[src/rtl/perr_pkg.sv]
package perr_pkg;
  localparam int unsigned DEF_AW      = 24;
  localparam int unsigned DEF_SLICE_W = 8;

  // Classified bus activity for one clock cycle.
  typedef struct packed {
    logic rd;
    logic wr_clean;
    logic wr_bad;
  } bus_op_t;
endpackage

[src/rtl/perr_bus_decode.sv]
module perr_bus_decode
  import perr_pkg::*;
(
  input  logic    bus_rd,
  input  logic    bus_wr,
  input  logic    bus_force_bad,
  output bus_op_t op
);
  always_comb begin
    op.rd       = bus_rd;
    op.wr_bad   = bus_wr & bus_force_bad;
    op.wr_clean = bus_wr & ~bus_force_bad;
  end
endmodule

[src/rtl/perr_addr_track.sv]
module perr_addr_track #(
  parameter int unsigned AW      = perr_pkg::DEF_AW,
  parameter int unsigned SLICE_W = perr_pkg::DEF_SLICE_W
) (
  input  logic          clk,
  input  logic          rst,
  input  logic          wr_bad,
  input  logic          wr_clean,
  input  logic [AW-1:0] addr,
  output logic          hit
);
  localparam int unsigned NSLICE = (AW + SLICE_W - 1) / SLICE_W;
  localparam int unsigned PADW   = NSLICE * SLICE_W;

  logic [AW-1:0]     lat_addr;
  logic              lat_valid;
  logic [PADW-1:0]   a_pad;
  logic [PADW-1:0]   l_pad;
  logic [NSLICE-1:0] slice_eq;
  logic              addr_eq;

  assign a_pad = PADW'(addr);
  assign l_pad = PADW'(lat_addr);

  // Address compare split into equal slices, then reduced.
  for (genvar i = 0; i < NSLICE; i++) begin : g_slice
    assign slice_eq[i] = (a_pad[i*SLICE_W +: SLICE_W] == l_pad[i*SLICE_W +: SLICE_W]);
  end

  assign addr_eq = &slice_eq;
  assign hit     = lat_valid & addr_eq;

  always_ff @(posedge clk) begin
    if (rst) begin
      lat_valid <= 1'b0;
      lat_addr  <= '0;
    end else if (wr_bad) begin
      lat_valid <= 1'b1;
      lat_addr  <= addr;
    end else if (wr_clean && addr_eq) begin
      lat_valid <= 1'b0;
    end
  end
endmodule

[src/rtl/perr_err_flag.sv]
module perr_err_flag (
  input  logic clk,
  input  logic rst,
  input  logic rd,
  input  logic hit,
  output logic err
);
  always_ff @(posedge clk) begin
    if (rst) err <= 1'b0;
    else     err <= rd & hit;
  end
endmodule

[src/rtl/perr_injector.sv]
module perr_injector
  import perr_pkg::*;
#(
  parameter int unsigned AW      = DEF_AW,
  parameter int unsigned SLICE_W = DEF_SLICE_W
) (
  input  logic          clk,
  input  logic          rst,
  input  logic [AW-1:0] bus_addr,
  input  logic          bus_rd,
  input  logic          bus_wr,
  input  logic          bus_force_bad,
  output logic          parity_err
);
  bus_op_t op;
  logic    hit;

  perr_bus_decode u_dec (
    .bus_rd        (bus_rd),
    .bus_wr        (bus_wr),
    .bus_force_bad (bus_force_bad),
    .op            (op)
  );

  perr_addr_track #(.AW(AW), .SLICE_W(SLICE_W)) u_track (
    .clk      (clk),
    .rst      (rst),
    .wr_bad   (op.wr_bad),
    .wr_clean (op.wr_clean),
    .addr     (bus_addr),
    .hit      (hit)
  );

  perr_err_flag u_flag (
    .clk (clk),
    .rst (rst),
    .rd  (op.rd),
    .hit (hit),
    .err (parity_err)
  );
endmodule

[config.mk]
export PLATFORM = sky130hd
export DESIGN_NAME = perr_injector
export DESIGN_NICKNAME = d
export VERILOG_FILES = /design/src/rtl/perr_pkg.sv /design/src/rtl/perr_bus_decode.sv /design/src/rtl/perr_addr_track.sv /design/src/rtl/perr_err_flag.sv /design/src/rtl/perr_injector.sv
export SDC_FILE = /design/constraint.sdc
export NUM_CORES = 1
export LEC_CHECK = 0
export ABC_AREA = 1
export BUFFER_PORTS_ARGS = -buffer_cell sky130_fd_sc_hd__clkbuf_2
export CORE_MARGIN = 10
export CORE_UTILIZATION = 50
export DETAILED_ROUTE_END_ITERATION = 10
export PLACE_DENSITY = 0.75
export SETUP_SLACK_MARGIN = 0.5
export SLEW_MARGIN = 10
export SYNTH_ARGS = -nofsm -noshare
export SYNTH_HDL_FRONTEND = slang
export SYNTH_SLANG_ARGS = --single-unit
export TNS_END_PERCENT = 5
[constraint.sdc]
create_clock -name clk -period 2.85 [get_ports clk]
set_input_delay 0.4275 -clock clk [delete_from_list [all_inputs] [get_ports clk]]
set_output_delay 0.4275 -clock clk [all_outputs]
set_load 0.01 [all_outputs]
Word-level counts from Yosys, hierarchy flattened
Cells that the tools add are included.
- add/sub/neg operators: 0
- multipliers: 0
- div/mod/pow operators: 0
- magnitude comparators: 0
- equality and inequality tests: 3
- shift operators: 0
- muxes and demuxes: 2
- bitwise gates (word level): 5
- reductions and logical operators: 3
- operator list (kind ; number):
    8-bit == test ; 3
    1-bit bitwise AND ; 4
    3-bit AND reduction ; 1
    1-bit two-way mux ; 2
    2-bit nonzero test ; 1
    1-bit logical AND ; 1
    1-bit NOT ; 1
- bits in registers: 26
- bits in latches: 0
- memory bits (writable): 0
- ROM bits: 0
- bits of input ports: 29
- output and inout port bits: 1
- word-level logic and storage cells: 16
- memories kept: 0

Depth between registers and ports, before layout
Gate-level depths: netlist of the first run.
- word-level depth: 5
- mapped depth: 10
- mapped depth without buffers: 10

By module
Synthesis of the first run repeated with hierarchy kept, for this count alone.
- cell total of the unflattened synthesis: 179
- area total of the unflattened synthesis: 1256.2 um^2
- by module, submodules not included (module ; instances ; cells an instance ; area each (um^2) ; sequential area each (um^2)):
    perr_addr_track ; 1 ; 171 ; 1201.2 ; 500.5
    perr_err_flag ; 1 ; 3 ; 30.0 ; 20.0
    perr_bus_decode ; 1 ; 5 ; 25.0 ; 0.0

Worst setup path before layout of the first run
OpenSTA, ideal clock, no wires.
- kind: input-to-reg
- from: input bus_addr[10]
- to: register u_track.lat_valid
- library setup time: 112 ps
- arrival time: 1003 ps
- required time: 2738 ps
- path slack: 1734 ps
- stages: 10
- path buffers: 0
- cell sequence: inv_1 nand2_1 nand2_1 nand2_2 nor2_2 nand2_1 nor2_2 nand3_1 nand2_1 nand2_1
- cells in the longest elaborated chain, start to end: 4
- ends and longest elaborated chain (element ; RTL line ; source):
    from (decl) ; perr_injector.sv:9 ; input logic [AW-1:0] bus_addr,
    8-bit == test ; perr_addr_track.sv:27 ; assign slice_eq[i] = (a_pad[i*SLICE_W +: SLICE_W] == l_pad[i*SLICE_W +: SLICE_W]);
    3-bit AND reduction ; perr_addr_track.sv:30 ; assign addr_eq = &slice_eq;
    1-bit logical AND ; perr_addr_track.sv:40 ; end else if (wr_clean && addr_eq) begin
    2-bit nonzero test (no source line) ; - ;
    to (signal assigned) ; perr_addr_track.sv:35 ; lat_valid <= 1'b0;
    to (signal assigned) ; perr_addr_track.sv:38 ; lat_valid <= 1'b1;
    to (signal assigned) ; perr_addr_track.sv:41 ; lat_valid <= 1'b0;
    to (decl) ; perr_addr_track.sv:16 ; logic lat_valid;
No other way between the ends.
A chain may end at the register's enable or synchronous reset.

Final worst setup path of the first run
- from: input bus_wr
- to: register u_track.lat_addr[2], in the netlist u_track.l_pad[2]
- cells in the longest elaborated chain, start to end: 1
- ends and longest elaborated chain (element ; RTL line ; source):
    from (decl) ; perr_injector.sv:11 ; input logic bus_wr,
    1-bit bitwise AND ; perr_bus_decode.sv:11 ; op.wr_bad = bus_wr & bus_force_bad;
    to (signal assigned) ; perr_addr_track.sv:39 ; lat_addr <= addr;
    to (decl) ; perr_addr_track.sv:15 ; logic [AW-1:0] lat_addr;
No other way between the ends.

==> results of run 1 <==
[layout make-up]
class / instances / area (um^2)
clock buffer: 3 / 22.5
fill: 222 / 856
tap: 28 / 35.0
timing repair buffer: 30 / 153
multi-input combinational: 131 / 633
sequential: 26 / 520
inverter: 15 / 56.3
[cells in the final DEF, fill, tap and decap left out, types with 2 or more instances in the layout]
| cell | netlist | final |
|---|---|---|
| nor2_1 | 44 | 44 |
| nand2_1 | 33 | 33 |
| clkbuf_2 | 0 | 29 |
| dfxtp_1 | 26 | 26 |
| o21ai_0 | 24 | 24 |
| xnor2_1 | 14 | 14 |
| inv_1 | 11 | 11 |
| a21oi_1 | 6 | 6 |
| inv_2 | 4 | 4 |
| xor2_1 | 4 | 4 |
| clkbuf_4 | 0 | 3 |
| nand2_2 | 2 | 2 |
| nor2_2 | 2 | 2 |
[routing by layer]
layer / global-route usage / share of wire / vias up
met2: 0.179 / 0.48 / 20
met4: 0.0261 / 0.0037 / 0
li1: - / - / 605
met5: 0 / 0 / -
met3: 0.0285 / 0.042 / 2
met1: 0.132 / 0.47 / 487
[registers in the layout, indices dropped and copies added (netlist names)]
name	count
u_flag.err	1
u_track.l_pad	24
u_track.lat_valid	1
[worst reg2reg max path, cell delays in order (launching register included)]
cell	delay [ps]
dfxtp_1	340
xnor2_1	160
nand2_1	70
nor2_1	120
nand2_1	80
nor2_2	110
nand3_1	70
nand2_1	60
nand2_1	40
[power breakdown]
part	internal (mW)	switching [mW]	total [mW]	leakage, nW
sequential	0.387	0.0147	0.402	0.215
clock	0.0494	0.102	0.151	0.0138
combinational	0.0562	0.0647	0.121	0.420
total	0.493	0.181	0.674	0.649
[logic make-up (layout without fill, tap and decap cells)]
kind of cell,after synthesis,count (layout)
simple gates,83,83
compound gates,30,30
flops,26,26
buf+inv,21,48
xor+xnor,18,18
[path summary, 6_finish.rpt]
path / end / slack (ps) / cells past startpoint
worst max-delay path: u_track.l_pad[2] / 1650 / 5
worst min-delay path: u_flag.err / 300 / 3
worst max register to register: u_track.lat_valid / 1720 / 8
worst min register to register: u_track.l_pad[1] / 470 / 2
[metrics by stage]
stage	cells	setup slack (ps)
2_1_floorplan	178	1730
3_5_place_dp	230	1320
6_report	233	1650
5_1_grt	233	1530
4_1_cts	233	1650
3_3_place_gp	230	1410
==> flow_summary.toml, run 1 <==
[drt]
first_pass_iters = 4
ant_nets = 0
drt-total-wl_um = 2680
remaining_drc_errors = 0
via_per_inst = 4.78
num_vias = 1114
wire_per_inst_um = 11.5
drt_iter0_drc = 44

[logic_synthesis]
synthCells = 178
syn_area_per_cell_um2 = 6.94
synth_top_area_frac = 0.421
synth.area.mux_share = 0
synthTopCellsByCount = "nor2_1, nand2_1, dfxtp_1, o21ai_0, xnor2_1"
synthDistinctLibCells = 16
synth-edff-count = 0
yosys.area.top_type = "dfxtp_1"
synthFlopType = "dfxtp_1"
synth_area_mm2 = 0.00124
async_reset_ff_frac = 0
synth_area_leaders = "dfxtp_1, nor2_1, nand2_1"
synth_adder_area_share = 0
synthSimpleGateAreaFrac = 0.263
synth_top_family_by_area = "simple AND/OR/NAND/NOR gates"
synth-xor-area-share = 0.128
ys_warn_count = 0
synth_nets = 207
synth_compound_area_frac = 0.121
synth-seq-area-share = 0.421
yosysMostFrequentCell = "nor2_1"
yosys_register_bits = 26

[pwr]
ir_drop_v = 0.000339
p_total_uw = 674
p_leak_nw = 0.649
p_per_area_mw_per_mm2 = 475

[grt]
grt_overflow = 0
antenna_found_initial = 0
grt_max_degree = 26
grtUsageTotal = 0.107
grt_pass1_wl_um = 4550
grt_pass1_vias = 1076

[floorplan]
fp.dieArea_mm2 = 0.00486
die_y_um = 69.7
coreArea_mm2 = 0.00228
io_pins = 30
start_util = 0.543
die_w_um = 69.7
row_count = 17

[clocking]
clock-sinks = 26
cts_setup_buffers = 0
clk_pin_slew_ps = 130
cts-buffers-inserted = 3
cts_root_buf = "clkbuf_4"
cts_max_level = 1
ctsResizeCount = 0
cts_hold_buf = 0
insertion_delay_ps = 310
cts_tree = "built"
clockBufferDepth = 2

[timing]
hold_ws_ps = 303
period_share = 0.422
rsz0062_at_grt = "false"
finalSetupViolations = 0
final_hold_viol_count = 0
worstMarginPinSlew_ps = 637
slew_viol_final = 0
setup_tns_ps = 0
max_slew_margin = 0.575
finClkSkew_ps = 4.78
fmax_mhz = 831
period_needed_ps = 1200

[worst_setup_path]
crit_path_max_fanout = 19
crit_buf_inv = 2
timing.rr.start = "u_track.l_pad[12]"
critical_path.cell_chain = "clkbuf_2, nand2_1, inv_2, nor2_1, nor2_1"
crit_top_cell = "nor2_1"
critical_path_required_ps = 3070
cp_top_family = "simple AND/OR/NAND/NOR gates"
slowest_delay_ps = 390
endpoint_kind = "register"
cp.arrival_ps = 1420
worstSetupPathType = "in2reg"
crit_slowest_cell = "nand2_1"
critPathLaunch = "bus_wr"
worstSetupStartpointType = "input pin"

[min_path]
min_from = "bus_rd"
hp-class = "in2reg"

[placed_design]
place.gp.congestion = 0.704
hpwl_um = 2090
port_buffers = 29
placed_cell_area_mm2 = 0.00140

[final_layout]
drive_gt1_frac = 0.200
nNetsFinal = 236
area_growth_pct = 14.9
final_util = 0.624
final_area_mm2 = 0.00142
antennaDiodeCount = 0

[outcome]
outcome = "completed"

[flow_run]
max_cap_viol_count = 0
(Power assumes the default switching activity.)
==> inputs of run 2 (changes only) <==
--- a/config.mk
+++ b/config.mk
@@ -5,12 +5,12 @@
 export SDC_FILE = /design/constraint.sdc
 export NUM_CORES = 1
 export LEC_CHECK = 0
-export ABC_AREA = 1
+export ABC_AREA = 0
 export BUFFER_PORTS_ARGS = -buffer_cell sky130_fd_sc_hd__clkbuf_2
 export CORE_MARGIN = 10
-export CORE_UTILIZATION = 50
+export CORE_UTILIZATION = 46
 export DETAILED_ROUTE_END_ITERATION = 10
-export PLACE_DENSITY = 0.75
+export PLACE_DENSITY = 0.74
 export SETUP_SLACK_MARGIN = 0.5
 export SLEW_MARGIN = 10
 export SYNTH_ARGS = -nofsm -noshare
==> constraint.sdc (replaced) <==
create_clock -name clk -period 1.05 [get_ports clk]
set_input_delay 0.1575 -clock clk [delete_from_list [all_inputs] [get_ports clk]]
set_output_delay 0.1575 -clock clk [all_outputs]
set_load 0.01 [all_outputs]
==> run 2 against run 1 <==
Against the previous run: the flow now finishes with violations (setup timing); global-route usage is 0.078 points lower; final area is 8.5% higher; worst hold slack worse by 240 ps; synthesized cell count is 18% lower; count of clock-buffer cells in the layout stayed put.
==> flow_summary.toml, run 2 <==
[timing]
max_slew_margin = 0.832
rsz0062_at_grt = "true"
finClkSkew_ps = 1.31
fmax_mhz = 772
period_needed_ps = 1290
slew_viol_final = 0
final_hold_viol_count = 0
period_share = 1.23
finalSetupViolations = 2
hold_ws_ps = 58.8
worstMarginPinSlew_ps = 250
fin_ws_ps = -245

[clocking]
cts_root_buf = "clkbuf_4"
cts_hold_buf = 0
cts_max_level = 1
insertion_delay_ps = 310
cts-buffers-inserted = 3
clockBufferDepth = 2
clk_pin_slew_ps = 130
cts_tree = "built"
clock-sinks = 26

[grt]
met3_usage = 0.0251
use_met1 = 0.126
antenna_found_initial = 0
grt_pass1_wl_um = 4520
grt_overflow = 0
grt_max_degree = 25
grt.busiest_layer = "met2"
grtUsageTotal = 0.107
grt_pass1_vias = 1049
use_met2 = 0.183

[placed_design]
hpwl_um = 2060
place.gp.congestion = 0.796
port_buffers = 29

[worst_setup_path]
slowest_delay_ps = 350
cp.arrival_ps = 1510
critical_path_required_ps = 1270
cp_top_family = "simple AND/OR/NAND/NOR gates"
worstSetupStartpointType = "register"
crit_slowest_cell = "dfxtp_2"
critical_path.cell_chain = "xor2_1, nor4_2, nand4_1, o31a_1"
crit_path_max_fanout = 2
endpoint_kind = "register"
worstSetupPathType = "reg2reg"
crit_buf_inv = 0

[floorplan]
die_y_um = 70.6
die_w_um = 70.6
row_count = 18
coreArea_mm2 = 0.00245
start_util = 0.480
fp.dieArea_mm2 = 0.00499
io_pins = 30

[final_layout]
area_growth_pct = 30.7
fillCellCount = 212
final_util = 0.627
drive_gt1_frac = 0.531
largest_register_ff_count = 24
final_common_cell = "nand2_1"
nNetsFinal = 208
layout_common_cells = "nand2_1, clkbuf_2, dfxtp_2"
antennaDiodeCount = 0

[logic_synthesis]
synth_top_area_frac = 0.442
synthFlopType = "dfxtp_1"
synth_area_leaders = "dfxtp_1, xor2_1, nand2_1"
synth_nets = 175
synth_area_mm2 = 0.00118
yosys.area.top_type = "dfxtp_1"
yosys_register_bits = 26
yosysMostFrequentCell = "nand2_1"
synthDistinctLibCells = 13
ys_warn_count = 0
synth-edff-count = 0
synthTopCellsByCount = "nand2_1, dfxtp_1, a21oi_1, xor2_1, clkbuf_1"
synthCells = 146
async_reset_ff_frac = 0
syn_area_per_cell_um2 = 8.07
synth-seq-area-share = 0.442

[drt]
drt-total-wl_um = 2790
remaining_drc_errors = 0
num_vias = 1046
wire_per_inst_um = 13.5
drt_iter0_drc = 19
ant_nets = 0
via_per_inst = 5.05
first_pass_iters = 4

[pwr]
p_leak_nw = 0.651
p_per_area_mw_per_mm2 = 1170
ir_drop_v = 0.000853

[flow_run]
max_cap_viol_count = 0

[outcome]
violations = "setup timing"
outcome = "finished with violations"

[min_path]
hp-class = "in2reg"
==> run 2: changes by cell type after synthesis, moves of 11 or more <==
cell,change
xor2_1,+20
o21ai_0,-24
inv_1,-11
a21oi_1,+18
nor2_1,-42
xnor2_1,-14
nand2_1,+18
==> run 2: cell type report <==
cell class / count / area (um^2) / area share
clock buffers: 3 / 22.5 / 0.0146
flip-flops and latches: 26 / 551 / 0.357
repair buffers: 36 / 214 / 0.139
well taps: 30 / 37.5 / 0.0244
multi-input cells: 112 / 716 / 0.465
==> run 2: cells by family after synthesis <==
| logic type | share of synthesized area |
|---|---|
| xor gates and xnor gates | 0.178 |
| and+or+nand+nor | 0.243 |
| AOI/OAI and AO/OA | 0.109 |
| buffers and inverters | 0.0276 |
| DFF | 0.442 |
==> run 2: repair_timing <==
item                                    CTS  global route
gates resized for setup                  14            39
pin swaps                                14            25
setup buffers                             0             0
hold endpoints to repair                  0             0
endpoints found under the setup margin   27            27
cloned                                    0             0
==> run 2: routing by layer <==
metal	wire [um]	vias up
met4	38	0
met2	1390	19
li1	-	536
met3	100	4
met5	0	-
met1	1250	487
==> run 2: report_power, final <==
part	total (mW)	leakage, nW	switching, mW	internal, mW
Clock	0.412	0.0138	0.278	0.134
Combinational	0.320	0.414	0.173	0.146
Sequential	1.07	0.223	0.0324	1.04
Total	1.80	0.651	0.484	1.32
==> run 2: stage by stage <==
stage | TNS, ps | setup slack (ps) | area (um^2) | total power [mW] | cells
after global placement | -443 | -234 | 1400 | 1.36 | 204
after floorplan | -202 | -118 | 1180 | 1.24 | 146
final | -397 | -245 | 1540 | 1.80 | 207
after global routing | -643 | -353 | 1540 | 1.89 | 207
after detailed placement | -462 | -247 | 1400 | 1.37 | 204
after CTS | -488 | -258 | 1440 | 1.77 | 207
==> run 2: path summary, 6_finish.rpt <==
path,from,cells after the start,slack (ps),to
setup reg to reg,u_track.l_pad[20],4,-240,u_track.lat_valid
hold / removal,bus_rd,3,60,u_flag.err
setup / recovery,u_track.l_pad[20],4,-240,u_track.lat_valid
hold reg to reg,u_track.lat_valid,2,460,u_flag.err
==> run 2: worst register-to-register path, delay by kind of cell, from the launching register on <==
family	cells	cell delay (ps)
AOI/OAI and AO/OA	1	260
DFF	1	350
and+or+nand+nor	2	440
xor gates and xnor gates	1	160
